File: src/rtl/ixs_pkg.sv
package ixs_pkg;

   // Command codes seen on cmd_code
   localparam logic [7:0] OPC_SETIDX  = 8'hA0;
   localparam logic [7:0] OPC_ADDIDX  = 8'h1E;
   localparam logic [7:0] OPC_GLYPH   = 8'h29;
   localparam logic [7:0] OPC_DECIMAL = 8'h33;
   localparam logic [7:0] OPC_SAVE    = 8'h55;
   localparam logic [7:0] OPC_FETCH   = 8'h65;

   typedef enum logic [2:0] {
      OP_SETIDX, OP_ADDIDX, OP_GLYPH, OP_DECIMAL, OP_SAVE, OP_FETCH
   } op_e;

   typedef enum logic [2:0] {
      ST_IDLE, ST_SETUP, ST_SAVE, ST_FETCH, ST_CONV, ST_EMIT, ST_FIN
   } state_e;

   typedef enum logic [2:0] {
      IX_HOLD, IX_LOAD, IX_ADD, IX_GLYPH, IX_STEP
   } ixctl_e;

   // Number of decimal digits needed for an unsigned value of w bits
   function automatic int dec_digits(input int w);
      longint unsigned v;
      int d;
      v = (64'd1 << w) - 64'd1;
      d = 0;
      while (v != 0) begin
         v = v / 10;
         d++;
      end
      if (d == 0) d = 1;
      return d;
   endfunction

endpackage

File: src/rtl/ixs_bcd_conv.sv
module ixs_bcd_conv
   import ixs_pkg::*;
#(
   parameter int BIN_W  = 8,
   parameter int DIGITS = 3
) (
   input  logic                clk,
   input  logic                rst_n,
   input  logic                start,
   input  logic [BIN_W-1:0]    bin_in,
   output logic                busy,
   output logic [4*DIGITS-1:0] digits
);

   localparam int CNT_W = $clog2(BIN_W + 1);

   if (DIGITS < dec_digits(BIN_W)) begin : g_bad_digits
      $error("ixs_bcd_conv: DIGITS too small for BIN_W");
   end

   logic [BIN_W-1:0]    bin_q;
   logic [4*DIGITS-1:0] bcd_q;
   logic [4*DIGITS-1:0] adj;
   logic [CNT_W-1:0]    left_q;

   // add-3 correction on each digit before the shift
   for (genvar g = 0; g < DIGITS; g++) begin : g_adj
      assign adj[4*g +: 4] = (bcd_q[4*g +: 4] >= 4'd5) ? bcd_q[4*g +: 4] + 4'd3
                                                       : bcd_q[4*g +: 4];
   end

   always_ff @(posedge clk or negedge rst_n) begin
      if (!rst_n) begin
         bin_q  <= '0;
         bcd_q  <= '0;
         left_q <= '0;
      end else if (start) begin
         bin_q  <= bin_in;
         bcd_q  <= '0;
         left_q <= CNT_W'(BIN_W);
      end else if (left_q != '0) begin
         bcd_q  <= {adj[4*DIGITS-2:0], bin_q[BIN_W-1]};
         bin_q  <= bin_q << 1;
         left_q <= left_q - 1'b1;
      end
   end

   assign busy   = (left_q != '0);
   assign digits = bcd_q;

endmodule

File: src/rtl/ixs_index_reg.sv
module ixs_index_reg
   import ixs_pkg::*;
#(
   parameter int ADDR_W      = 12,
   parameter int DATA_W      = 8,
   parameter int GLYPH_BYTES = 5,
   parameter int FONT_BASE   = 0
) (
   input  logic              clk,
   input  logic              rst_n,
   input  ixctl_e            ctl,
   input  logic [ADDR_W-1:0] imm,
   input  logic [DATA_W-1:0] opnd,
   output logic [ADDR_W-1:0] idx
);

   localparam bit GLYPH_POW2 = ((GLYPH_BYTES & (GLYPH_BYTES - 1)) == 0);
   localparam int GLYPH_SH   = $clog2(GLYPH_BYTES);

   logic [ADDR_W-1:0] idx_q;
   logic [ADDR_W-1:0] glyph_off;

   if (GLYPH_POW2) begin : g_shift
      assign glyph_off = ADDR_W'(opnd[3:0]) << GLYPH_SH;
   end else begin : g_mul
      assign glyph_off = ADDR_W'(opnd[3:0]) * ADDR_W'(GLYPH_BYTES);
   end

   always_ff @(posedge clk or negedge rst_n) begin
      if (!rst_n) begin
         idx_q <= '0;
      end else begin
         case (ctl)
            IX_LOAD:  idx_q <= imm;
            IX_ADD:   idx_q <= idx_q + ADDR_W'(opnd);
            IX_GLYPH: idx_q <= ADDR_W'(FONT_BASE) + glyph_off;
            IX_STEP:  idx_q <= idx_q + 1'b1;
            default:  idx_q <= idx_q;
         endcase
      end
   end

   assign idx = idx_q;

endmodule

File: src/rtl/idx_xfer_seq.sv
module idx_xfer_seq
   import ixs_pkg::*;
#(
   parameter int ADDR_W      = 12,
   parameter int DATA_W      = 8,
   parameter int REG_CNT     = 16,
   parameter int GLYPH_BYTES = 5,
   parameter int FONT_BASE   = 0,
   localparam int RSEL_W     = $clog2(REG_CNT)
) (
   input  logic              clk,
   input  logic              rst_n,
   input  logic              cmd_valid,
   input  logic [7:0]        cmd_code,
   input  logic [RSEL_W-1:0] cmd_reg,
   input  logic [ADDR_W-1:0] cmd_imm,
   output logic              mem_req,
   output logic              mem_we,
   output logic [ADDR_W-1:0] mem_addr,
   output logic [DATA_W-1:0] mem_wdata,
   input  logic              mem_ack,
   input  logic [DATA_W-1:0] mem_rdata,
   output logic [RSEL_W-1:0] rf_raddr,
   input  logic [DATA_W-1:0] rf_rdata,
   output logic              rf_we,
   output logic [RSEL_W-1:0] rf_waddr,
   output logic [DATA_W-1:0] rf_wdata,
   output logic [ADDR_W-1:0] idx_out,
   output logic              done,
   output logic              font_warn
);

   localparam int DIGITS = dec_digits(DATA_W);
   localparam int DSEL_W = (DIGITS > 1) ? $clog2(DIGITS) : 1;
   localparam int CNT_W  = (RSEL_W > DSEL_W) ? RSEL_W : DSEL_W;

   // elaboration-time parameter checks
   if (ADDR_W < 4 || ADDR_W > 32) begin : g_bad_addr
      $error("idx_xfer_seq: ADDR_W out of range");
   end
   if (DATA_W < 5) begin : g_bad_data
      $error("idx_xfer_seq: DATA_W must hold values above 0x0F");
   end
   if (REG_CNT < 2) begin : g_bad_regs
      $error("idx_xfer_seq: REG_CNT must be at least 2");
   end
   if (GLYPH_BYTES < 1) begin : g_bad_glyph
      $error("idx_xfer_seq: GLYPH_BYTES must be positive");
   end
   if (FONT_BASE < 0 || FONT_BASE >= (1 << ADDR_W)) begin : g_bad_base
      $error("idx_xfer_seq: FONT_BASE outside address space");
   end

   state_e              state_q, state_d;
   op_e                 op_q, cmd_op;
   logic                cmd_known;
   logic [RSEL_W-1:0]   reg_q;
   logic [ADDR_W-1:0]   imm_q;
   logic [CNT_W-1:0]    cnt_q;
   logic                cnt_inc;
   logic                warn_q;
   logic                last_reg;
   logic                last_digit;
   ixctl_e              ixctl;
   logic [ADDR_W-1:0]   idx;
   logic                bcd_start;
   logic                bcd_busy;
   logic [4*DIGITS-1:0] bcd_digits;
   logic [3:0]          digit_sel;

   // command code decode
   always_comb begin
      cmd_known = 1'b1;
      cmd_op    = OP_SETIDX;
      case (cmd_code)
         OPC_SETIDX:  cmd_op = OP_SETIDX;
         OPC_ADDIDX:  cmd_op = OP_ADDIDX;
         OPC_GLYPH:   cmd_op = OP_GLYPH;
         OPC_DECIMAL: cmd_op = OP_DECIMAL;
         OPC_SAVE:    cmd_op = OP_SAVE;
         OPC_FETCH:   cmd_op = OP_FETCH;
         default:     cmd_known = 1'b0;
      endcase
   end

   assign last_reg   = (cnt_q == CNT_W'(reg_q));
   assign last_digit = (cnt_q == CNT_W'(DIGITS - 1));

   // digit for the current write, most significant first
   always_comb begin
      digit_sel = '0;
      for (int k = 0; k < DIGITS; k++) begin
         if (cnt_q == CNT_W'(k)) digit_sel = bcd_digits[4*(DIGITS-1-k) +: 4];
      end
   end

   always_comb begin
      state_d   = state_q;
      ixctl     = IX_HOLD;
      rf_raddr  = reg_q;
      mem_req   = 1'b0;
      mem_we    = 1'b0;
      mem_addr  = idx;
      mem_wdata = rf_rdata;
      rf_we     = 1'b0;
      bcd_start = 1'b0;
      cnt_inc   = 1'b0;
      case (state_q)
         ST_IDLE: begin
            if (cmd_valid && cmd_known) state_d = ST_SETUP;
         end
         ST_SETUP: begin
            case (op_q)
               OP_SETIDX: begin ixctl = IX_LOAD;  state_d = ST_FIN; end
               OP_ADDIDX: begin ixctl = IX_ADD;   state_d = ST_FIN; end
               OP_GLYPH:  begin ixctl = IX_GLYPH; state_d = ST_FIN; end
               OP_DECIMAL: begin bcd_start = 1'b1; state_d = ST_CONV; end
               OP_SAVE:   state_d = ST_SAVE;
               default:   state_d = ST_FETCH;
            endcase
         end
         ST_SAVE: begin
            rf_raddr = cnt_q[RSEL_W-1:0];
            mem_req  = 1'b1;
            mem_we   = 1'b1;
            if (mem_ack) begin
               ixctl   = IX_STEP;
               cnt_inc = 1'b1;
               if (last_reg) state_d = ST_FIN;
            end
         end
         ST_FETCH: begin
            mem_req = 1'b1;
            if (mem_ack) begin
               rf_we   = 1'b1;
               ixctl   = IX_STEP;
               cnt_inc = 1'b1;
               if (last_reg) state_d = ST_FIN;
            end
         end
         ST_CONV: begin
            if (!bcd_busy) state_d = ST_EMIT;
         end
         ST_EMIT: begin
            mem_req   = 1'b1;
            mem_we    = 1'b1;
            mem_addr  = idx + ADDR_W'(cnt_q);
            mem_wdata = DATA_W'(digit_sel);
            if (mem_ack) begin
               cnt_inc = 1'b1;
               if (last_digit) state_d = ST_FIN;
            end
         end
         default: state_d = ST_IDLE;
      endcase
   end

   always_ff @(posedge clk or negedge rst_n) begin
      if (!rst_n) begin
         state_q <= ST_IDLE;
         op_q    <= OP_SETIDX;
         reg_q   <= '0;
         imm_q   <= '0;
         cnt_q   <= '0;
         warn_q  <= 1'b0;
      end else begin
         state_q <= state_d;
         if (state_q == ST_IDLE && cmd_valid && cmd_known) begin
            op_q  <= cmd_op;
            reg_q <= cmd_reg;
            imm_q <= cmd_imm;
         end
         if (state_q == ST_SETUP) begin
            cnt_q  <= '0;
            warn_q <= (op_q == OP_GLYPH) && (rf_rdata > DATA_W'(15));
         end else if (cnt_inc) begin
            cnt_q <= cnt_q + 1'b1;
         end
      end
   end

   ixs_index_reg #(
      .ADDR_W      (ADDR_W),
      .DATA_W      (DATA_W),
      .GLYPH_BYTES (GLYPH_BYTES),
      .FONT_BASE   (FONT_BASE)
   ) u_index (
      .clk   (clk),
      .rst_n (rst_n),
      .ctl   (ixctl),
      .imm   (imm_q),
      .opnd  (rf_rdata),
      .idx   (idx)
   );

   ixs_bcd_conv #(
      .BIN_W  (DATA_W),
      .DIGITS (DIGITS)
   ) u_bcd (
      .clk    (clk),
      .rst_n  (rst_n),
      .start  (bcd_start),
      .bin_in (rf_rdata),
      .busy   (bcd_busy),
      .digits (bcd_digits)
   );

   assign rf_waddr  = cnt_q[RSEL_W-1:0];
   assign rf_wdata  = mem_rdata;
   assign idx_out   = idx;
   assign done      = (state_q == ST_FIN);
   assign font_warn = done && warn_q;

endmodule

File: config.mk
export PLATFORM = sky130hd
export DESIGN_NAME = idx_xfer_seq
export DESIGN_NICKNAME = d
export VERILOG_FILES = /design/src/rtl/ixs_pkg.sv /design/src/rtl/ixs_bcd_conv.sv /design/src/rtl/ixs_index_reg.sv /design/src/rtl/idx_xfer_seq.sv
export SDC_FILE = /design/constraint.sdc
export NUM_CORES = 1
export LEC_CHECK = 0
export ABC_AREA = 1
export BUFFER_PORTS_ARGS = -buffer_cell sky130_fd_sc_hd__buf_4
export CAP_MARGIN = 20
export CORE_UTILIZATION = 33
export DETAILED_ROUTE_END_ITERATION = 10
export GPL_ROUTABILITY_DRIVEN = 0
export MAX_ROUTING_LAYER = met4
export PLACE_DENSITY_LB_ADDON = 0.2
export SLEW_MARGIN = 20
export SYNTH_ARGS = -nofsm -noshare
export SYNTH_HDL_FRONTEND = slang
export SYNTH_SLANG_ARGS = --single-unit
File: constraint.sdc
create_clock -name clk -period 6.21 [get_ports clk]
set_input_delay 0.9315 -clock clk [delete_from_list [all_inputs] [get_ports clk]]
set_output_delay 0.9315 -clock clk [all_outputs]
set_load 0.01 [all_outputs]
==> metrics <==
status=complete, no violations; Pwr per Cell Area=455 mW/mm2; I/O pin count=97; startpoint type of the worst setup path=flip-flop; Die ar.=around 0.015 mm2; vias in the first global route=about 4.2k; Crit Path Class=reg2out; Worst Hold Depth=2; H-tree levels=3; CTS root buf=clkbuf_16; Post-Syn Nets=745; Peak Freq=around 300 MHz; skew final=5.39 ps; Mapped Cells=671; CTS Hold Bufs=0; Final setup violation count=0; Tightest Pin Transition=858 ps; antenna-violating nets left=0; vias per inst=around 4.9; CTS tree=done; wire per inst=14.0 um; Final TNS setup=0 ps; Netlist cell types=42; Iteration-0 DRC Markers=about 280; final slew viol count=0; first-pass GRT wire length=approximately 21000 um; P_leak=3.10 nW; Max-slew headroom=0.428; detailed-route DRC error count=0; synthesis-stage register bit count=63; Final HPWL DP=9960 um; Placed Cells=914; cell taking the most area after synthesis=dfrtp_1; Tot GR Track Use=0.185; Initial Utilization=0.342; Syn-to-layout area delta=21.5%; RSZ-0062 raised after global routing=no; largest net degree at the start of global routing=64; Maximum Capacitance Violations=0; worst reg2reg setup slack=3760 ps; final count of hold timing violations=0; crit path max fanout=7; drt total wl=13000 um; worst hold-check path type=reg2reg; Worst-path clk slew=60 ps; most frequent cells in the layout=185 x nand2_1, 112 x inv_1, 80 x buf_4; CP arrival=between 2000 and 2500 ps; Vias=4573; Peak supply drop=140 uV; worst skew pair latency=roughly 330 ps; Seq/Total Area, Yosys=0.329; final instance area=roughly 0.0058 mm2; Synth Warn #=0; post-CTS setup buffer count=0; Port-buffer cells=80; post-placement cell area=0.00549 mm2; Tcrit/Tclk final=0.541; Final Non-Filler Cells=930; clk buf depth=2; Critical Path RT=5280 ps; Nets=819; antenna violations before repair=0; Die Ht=between 100 and 150 um; GR Overflow Total=0; total core area=0.0140 mm2; top post-synthesis cells by area=dfrtp_1 33%, nand2_1 15%, inv_1 8.8%; r2r worst-path depth=12; Ant. Diodes=0; most common cell after layout, fill and taps aside=nand2_1; clk sinks=63; Syn Std Cell Area=0.00478 mm2; post-layout minimum cycle time=3360 ps; post-cts repair resize count=0; share of layout cells above drive strength 1=0.169; Avg Cell Area, Syn=between 7 and 8 um2; nature of the critical path endpoint=primary output; Die X=122 um; TritonCTS buffer count=9; DR pass1 iterations=4; # rows=43; Synth top area share=0.329
==> worst max-delay path, stage by stage, from the launching register on <==
cell and delay [ps]:
dfrtp_1 480, inv_1 170, fa_1 490, o211ai_1 350
nand3_1 180, nor2_1 150, xor2_1 160, buf_4 140
==> final timing paths <==
check	from	to
max in group asynchronous	rst_n	imm_q[6]
min	u_bcd.bin_q[7]	u_bcd.digits[0]
max	rf_waddr[1]	mem_addr[10]
min reg2reg	u_bcd.bin_q[7]	u_bcd.digits[0]
min in group asynchronous	rst_n	u_bcd.digits[7]
max reg2reg	state_q[2]	u_index.idx[10]
==> registers in the layout, summed over array words and instances, names as in the netlist <==
name          flops
u_bcd.left_q      4
u_bcd.bin_q       8
rf_waddr          4
warn_q            1
op_q              3
state_q           3
u_bcd.digits     12
reg_q             4
imm_q            12
u_index.idx      12
==> cell families after synthesis <==
| logic type | synth area share |
|---|---|
| buf+inv | 0.121 |
| simple gates | 0.311 |
| compound gates | 0.120 |
| flops | 0.329 |
| fa+ha+maj | 0.0832 |
| xor+xnor | 0.0348 |
==> per-stage QoR <==
step	hold slack, ps	util	total power [W]	setup slack, ps
after detailed placement	479	0.392	0.00210	3200
after global placement	476	0.392	0.00207	3260
final	491	0.416	0.00265	2850
after CTS	493	0.416	0.00266	2830
after global routing	514	0.416	0.00288	2670
after floorplan	452	-	0.00163	3510
==> cell type report <==
| class | count | area (um2) |
|---|---|---|
| fillers | 1460 | 8180 |
| flip-flops and latches | 63 | 1580 |
| inverters | 119 | 458 |
| clock buffers | 11 | 243 |
| well taps | 180 | 225 |
| multi-input cells | 472 | 2630 |
| clock inverters | 5 | 81.3 |
| repair buffers | 80 | 601 |
==> synthesized netlist by cell type (all sizes together) <==
master and count:
a21oi 17, a22oi 1, a31oi 4, buf 16, clkbuf 1, clkinv 2, dfrtp 63, fa 3
ha 27, inv 117, nand2 195, nand3 58, nand3b 4, nand4 8, nor2 49, nor3 3
nor4 3, o211ai 13, o21a 1, o21ai 47, o21bai 2, o221ai 2, o22ai 8, o311ai 1
o32ai 2, or2 5, xnor2 4, xor2 15
==> power breakdown <==
part | leakage, nW | internal, W | total, W | switching, W
clock | 0.156 | 0.000362 | 0.000556 | 0.000194
sequential | 0.823 | 0.000546 | 0.000697 | 0.000151
combinational | 2.12 | 0.000551 | 0.00139 | 0.000841
==> per-layer routing <==
metal / track usage / part of all wire / vias up
met5: - / 0 / -
met4: 0.0663 / 0.019 / 0
met3: 0.0297 / 0.046 / 14
met2: 0.284 / 0.46 / 130
met1: 0.246 / 0.48 / 2133
li1: - / - / 2296
No activity file was read; power rests on OpenSTA's default activity.
